File: src/rtl/bnc_pkg.sv
package bnc_pkg;

   // Encoding of the direction flop; the top port dir_up carries this bit.
   typedef enum logic {
      BNC_DOWN = 1'b0,
      BNC_UP   = 1'b1
   } bnc_dir_e;

   // Toggle-term construction variants.
   localparam int unsigned BNC_TERMS_PARALLEL = 0;
   localparam int unsigned BNC_TERMS_CHAIN    = 1;

   // Number of distinct output states in one full up/down cycle.
   function automatic int unsigned bnc_period(input int unsigned width);
      return 2 * ((1 << width) - 1);
   endfunction

endpackage

File: src/rtl/bnc_tcell.sv
module bnc_tcell #(
   parameter logic RESET_VAL = 1'b0
) (
   input  logic clk,
   input  logic rst,
   input  logic tgl,
   output logic q
);

   always_ff @(posedge clk) begin
      if (rst)
         q <= RESET_VAL;
      else if (tgl)
         q <= ~q;
   end

endmodule

File: src/rtl/bnc_tterms.sv
module bnc_tterms #(
   parameter int unsigned WIDTH       = 3,
   parameter int unsigned TERMS_STYLE = 1
) (
   input  logic             en,
   input  logic             up,
   input  logic [WIDTH-1:0] q,
   output logic [WIDTH-1:0] tgl
);
   import bnc_pkg::*;

   // lo_ones[i]  : every bit below i is 1
   // lo_zeros[i] : every bit below i is 0
   logic [WIDTH-1:0] lo_ones;
   logic [WIDTH-1:0] lo_zeros;

   if (TERMS_STYLE == BNC_TERMS_CHAIN) begin : g_chain
      assign lo_ones[0]  = 1'b1;
      assign lo_zeros[0] = 1'b1;
      for (genvar i = 1; i < WIDTH; i++) begin : g_link
         assign lo_ones[i]  = lo_ones[i-1]  &  q[i-1];
         assign lo_zeros[i] = lo_zeros[i-1] & ~q[i-1];
      end
   end else begin : g_parallel
      for (genvar i = 0; i < WIDTH; i++) begin : g_bit
         if (i == 0) begin : g_lsb
            assign lo_ones[i]  = 1'b1;
            assign lo_zeros[i] = 1'b1;
         end else begin : g_upper
            assign lo_ones[i]  = &q[i-1:0];
            assign lo_zeros[i] = ~|q[i-1:0];
         end
      end
   end

   for (genvar i = 0; i < WIDTH; i++) begin : g_sel
      assign tgl[i] = en & (up ? lo_ones[i] : lo_zeros[i]);
   end

endmodule

File: src/rtl/bnc_dir_ctrl.sv
module bnc_dir_ctrl #(
   parameter int unsigned WIDTH = 3
) (
   input  logic             clk,
   input  logic             rst,
   input  logic             en,
   input  logic [WIDTH-1:0] q,
   output logic             up
);
   import bnc_pkg::*;

   localparam logic [WIDTH-1:0] TOP_M1 = {{(WIDTH-1){1'b1}}, 1'b0};
   localparam logic [WIDTH-1:0] BOT_P1 = {{(WIDTH-1){1'b0}}, 1'b1};

   logic near_top;
   logic near_bot;
   logic dir_tgl;

   // Decode one step ahead so the flop flips as the count reaches an extreme.
   assign near_top = (q == TOP_M1);
   assign near_bot = (q == BOT_P1);
   assign dir_tgl  = en & (up ? near_top : near_bot);

   bnc_tcell #(.RESET_VAL(BNC_UP)) u_dir (
      .clk (clk),
      .rst (rst),
      .tgl (dir_tgl),
      .q   (up)
   );

endmodule

File: src/rtl/bnc_counter.sv
module bnc_counter #(
   parameter int unsigned WIDTH       = 3,
   parameter int unsigned TERMS_STYLE = 1
) (
   input  logic             clk,
   input  logic             rst,
   input  logic             en,
   output logic [WIDTH-1:0] count,
   output logic             dir_up
);
   import bnc_pkg::*;

   if (WIDTH < 2) begin : g_bad_width
      $error("bnc_counter: WIDTH must be at least 2");
   end
   if (WIDTH > 30) begin : g_wide_width
      $error("bnc_counter: WIDTH above 30 is not supported");
   end
   if (TERMS_STYLE != BNC_TERMS_CHAIN && TERMS_STYLE != BNC_TERMS_PARALLEL) begin : g_bad_style
      $error("bnc_counter: TERMS_STYLE must select chain or parallel");
   end

   logic [WIDTH-1:0] tgl;
   logic             up_q;

   bnc_tterms #(
      .WIDTH       (WIDTH),
      .TERMS_STYLE (TERMS_STYLE)
   ) u_terms (
      .en  (en),
      .up  (up_q),
      .q   (count),
      .tgl (tgl)
   );

   for (genvar i = 0; i < WIDTH; i++) begin : g_cell
      bnc_tcell #(.RESET_VAL(1'b0)) u_cell (
         .clk (clk),
         .rst (rst),
         .tgl (tgl[i]),
         .q   (count[i])
      );
   end

   bnc_dir_ctrl #(.WIDTH(WIDTH)) u_dir (
      .clk (clk),
      .rst (rst),
      .en  (en),
      .q   (count),
      .up  (up_q)
   );

   assign dir_up = up_q;

endmodule

File: config.mk
export PLATFORM = sky130hd
export DESIGN_NAME = bnc_counter
export DESIGN_NICKNAME = d
export VERILOG_FILES = /design/src/rtl/bnc_pkg.sv /design/src/rtl/bnc_tcell.sv /design/src/rtl/bnc_tterms.sv /design/src/rtl/bnc_dir_ctrl.sv /design/src/rtl/bnc_counter.sv
export SDC_FILE = /design/constraint.sdc
export NUM_CORES = 1
export LEC_CHECK = 0
export ABC_AREA = 0
export BUFFER_PORTS_ARGS = -buffer_cell sky130_fd_sc_hd__buf_2
export CAP_MARGIN = 30
export CORE_AREA = 2 2 39 41
export DETAILED_ROUTE_END_ITERATION = 6
export DIE_AREA = 0 0 41 43
export PLACE_DENSITY_LB_ADDON = 0.1
export SYNTH_ARGS = -nofsm -noshare
export SYNTH_HDL_FRONTEND = slang
export SYNTH_SLANG_ARGS = --single-unit
File: constraint.sdc
create_clock -name clk -period 1.1 [get_ports clk]
set_input_delay 0.22 -clock clk [delete_from_list [all_inputs] [get_ports clk]]
set_output_delay 0.22 -clock clk [all_outputs]
set_load 0.005 [all_outputs]
# Word-level counts from Yosys, hierarchy flattened
# Index checks and enable logic that the tools add are counted.
[classes]
eq_ne = 2
n_mux = 3
bitwise = 9
[op_table]
columns = ["cell", "count"]
rows = [
  ["1-bit AND", 5],
  ["1-bit NOT", 4],
  ["3-bit by 1-bit == test with 1-bit output (second input constant)", 1],
  ["3-bit == test (second input constant)", 1],
  ["1-bit two-way mux", 3],
]
[word_totals]
register_bits = 4
output_inout_bits = 4

# Longest topological paths before layout
[depth]
ltp_word = 4
depth_mapped = 3
depth_no_buf = 3

# By module
# From an unflattened synthesis, not the netlist that was laid out.
[hier_totals]
hier_cells = 21
hier_area_um2 = 200.2
[modules_own_cells]
columns = ["mod", "instances", "cells_each", "area_per_inst_um2"]
rows = [
  ["bnc_tcell at g_cell[0].u_cell ...", 3, 3, 32.5],
  ["bnc_tterms", 1, 6, 41.3],
  ["bnc_tcell at u_dir.u_dir", 1, 3, 35.0],
  ["bnc_dir_ctrl", 1, 3, 26.3],
]

# Worst setup path after synthesis
# No wires, ideal clock.
[synth_path]
path_kind = "register to register"
from = "register g_cell[0].u_cell.q"
to = "register g_cell[2].u_cell.q"
setup_time_ps = 121
t_arrival_ps = 982
required_ps = 979
setup_slack_ps = -3
path_stages_with_launch = 4
cell_sequence = "dfxtp_1 -> and3_1 -> o21ai_1 -> mux2_4"
[synth_between]
elab_chain_len = 4
[synth_lines]
columns = ["element", "line_no", "text"]
rows = [
  ["start, declared", "bnc_tcell.sv:7", "output logic q"],
  ["start signal, assigned", "bnc_tcell.sv:14", "q <= ~q;"],
  ["1-bit NOT", "bnc_tterms.sv:22", "assign lo_zeros[i] = lo_zeros[i-1] & ~q[i-1];"],
  ["1-bit AND", "bnc_tterms.sv:22", ""],
  ["1-bit two-way mux *", "bnc_tterms.sv:37", "assign tgl[i] = en & (up ? lo_ones[i] : lo_zeros[i]);"],
  ["1-bit AND *", "bnc_tterms.sv:37", ""],
  ["end signal, assigned", "bnc_tcell.sv:14", ""],
  ["end, declared", "bnc_tcell.sv:7", ""],
]
# Every way passes the cells marked *; elsewhere a longest branch is shown, timed or not.
# A chain may end at the register's enable or synchronous reset.

# Worst setup path in the final report
# Same ends and word-level chain as after synthesis.

==> results.yml <==
run_status:
  outcome: "complete, no violations"
finish:
  finalNonFillerCells: 52
  area_delta_synth_final_pct: 45.1
  finalInstanceArea_um2: 318
  nNetsFinal: 41
  diodes: 0
  drive_gt1_share_pct: 52.8
placement:
  placed_cell_area_um2: 277
  place_inst: 49
  gp_congestion: 0.633
  port_buffers: 6
setup_path:
  cp-end-kind: "flip-flop"
  worst_ep_arrival_time_ps: 1180
  start_kind: "flip-flop"
  crit_required_ps: 1220
  cp_max_fo: 4
  path_class: "reg -> reg"
drt:
  post_drt_via_cell_ratio: 4.00
  drc: 0
  ant_nets: 0
  first_pass_iters: 1
  wirelength_um: 481
  via_count: 208
  drt_iter0_markers: 0
  wire_per_inst_um: 9.25
global_routing:
  antenna_found_initial: 0
  overflow: 0
  grt_max_degree: 7
  grt_pass1_vias: 224
  grt_use_total_pct: 7.64
  grt_pass1_wl_um: 834
floorplanning:
  initial_core_util_pct: 15.8
  fp.dieH_um: 43
  ioPinCount: 7
  coreArea_um2: 1380
  die_area_um2: 1760
  die_w_um: 41
  core.rowCount: 14
sta:
  finalMaxSlewViolations: 0
  finalCriticalPeriod_ps: 1060
  fmax_ghz: 0.944
  hold_viol_final: 0
  finalCritPeriodShare_pct: 96.3
  worst_clock_skew_ps: 0.727
  slew_headroom_pct: 77.1
  setup_viol_count_final: 0
  tightestPinTransition_ps: 339
  holdWs_ps: 213
power_and_ir_drop:
  ir_worst_vdd_uv: 641
  power-per-cell-area_nw_per_um2: 1280
  p_leak_nw: 0.147
clock_tree:
  clockBufferDepth: 2
  worstSkewPairLatency_ps: 230
  cts_tree: "yes"
  clock-sinks: 4
  cts_hold_buf: 0
  htreeDepth: 1
  clockRootBuffer: "clkbuf_4"
  numCtsBuffers: 3
  path_clk_slew_ps: 40
synth:
  synth_area_per_cell_um2: 8.42
  ys_ff_latch: 4
  yosysUniqueCellTypes: 15
  yosysWarnings: 0
  syn-instance-count: 26
  syn_area_um2: 219
  syn_nets: 29
  synth_seq_area_share_pct: 36.6
worst_hold_path:
  hold_class: "in -> reg"
job:
  cap_violations: 0
[logic make-up (layout without fill, tap and decap cells)]
group                     count (synthesis)  after routing  synth area share, %
xor gates and xnor gates                  2              2                 8.00
buffers and inverters                     4             14                 12.0
and+or+nand+nor                          10             10                 21.7
muxes                                     1              1                 6.86
AOI/OAI and AO/OA                         5              5                 14.9
DFF                                       4              4                 36.6
[stage by stage]
stage	utilization [%]	setup TNS, ps	power [W]	setup slack, ps
2_1_floorplan	-	0	0.000199	8.42
3_3_place_gp	20.0	0	0.000225	22.3
3_5_place_dp	20.0	0	0.000225	19.3
4_1_cts	21.6	0	0.000413	8.38
5_1_grt	23.0	-0.804	0.000437	-0.804
6_report	23.0	0	0.000407	40.2
[layer usage]
metal / up-vias / track usage, % / share of wire (%)
li1: 106 / - / -
met1: 94 / 8.39 / 38
met2: 8 / 10.0 / 50
met3: 0 / 7.85 / 12
met4: 0 / 2.00 / 0
met5: - / 0 / 0
[worst max-delay path, stage by stage (launching register included)]
cell     delay (ps)
dfxtp_2         330
and3_1          180
o21ai_2         130
mux2_4          300
[repair_timing]
action                                  4_1_cts  5_1_grt
endpoints found under the setup margin        0        3
setup buffers                                 0        0
gates resized for setup                       0        5
endpoints found under the hold margin         0        0
[where the power goes]
part	switching [W]	leakage, nW	internal (W)
logic	0.0000287	0.101	0.0000373
clock network	0.0000576	0.0138	0.000122
registers	0.00000757	0.0324	0.000154
[flip-flops by register name, summed over array words and instances, names as in the netlist]
| name | flops |
|---|---|
| g_cell.u_cell.q | 3 |
| u_dir.u_dir.q | 1 |
[layout by cell type (no fill, tap or decap)]
cell type / n
mux2_4: 1
nand3b_1: 1
xnor2_2: 1
xnor2_1: 1
inv_1: 1
dfxtp_2: 2
nor3_2: 1
a21oi_1: 2
clkbuf_4: 3
dfxtp_1: 2
o311ai_0: 1
o21ai_2: 1
buf_2: 6
nand2b_1: 1
buf_4: 4
a31o_1: 1
nor2_1: 4
and3_1: 1
nand2_1: 2
[cells in the mapped netlist]
cell type | number | area [µm²]
a21oi_1 | 2 | 10.0
a31o_1 | 1 | 8.76
and3_1 | 1 | 6.26
buf_4 | 3 | 22.5
dfxtp_1 | 4 | 80.1
inv_1 | 1 | 3.75
mux2_4 | 1 | 15.0
nand2_1 | 2 | 7.51
nand2b_1 | 1 | 6.26
nand3b_1 | 1 | 7.51
nor2_1 | 4 | 15.0
nor3_1 | 1 | 5.00
o21ai_1 | 1 | 5.00
o311ai_0 | 1 | 8.76
xnor2_1 | 2 | 17.5
[layout make-up]
| class | instances | area [µm²] |
|---|---|---|
| fill | 155 | 1070 |
| multi-input combinational | 18 | 129 |
| sequential | 4 | 82.6 |
| timing repair buffer | 10 | 60.1 |
| clock buffer | 3 | 22.5 |
| tap | 16 | 20.0 |
| inverter | 1 | 3.75 |
[path summary, 6_finish.rpt]
check | startpoint | end | slack [ps] | cells after the start
max | g_cell[0].u_cell.q | g_cell[2].u_cell.q | 40 | 3
min | rst | g_cell[0].u_cell.q | 210 | 2
max reg2reg | g_cell[0].u_cell.q | g_cell[2].u_cell.q | 40 | 3
min reg2reg | u_dir.u_dir.q | u_dir.u_dir.q | 580 | 2
Note: power is estimated with default switching activity, not from simulation.
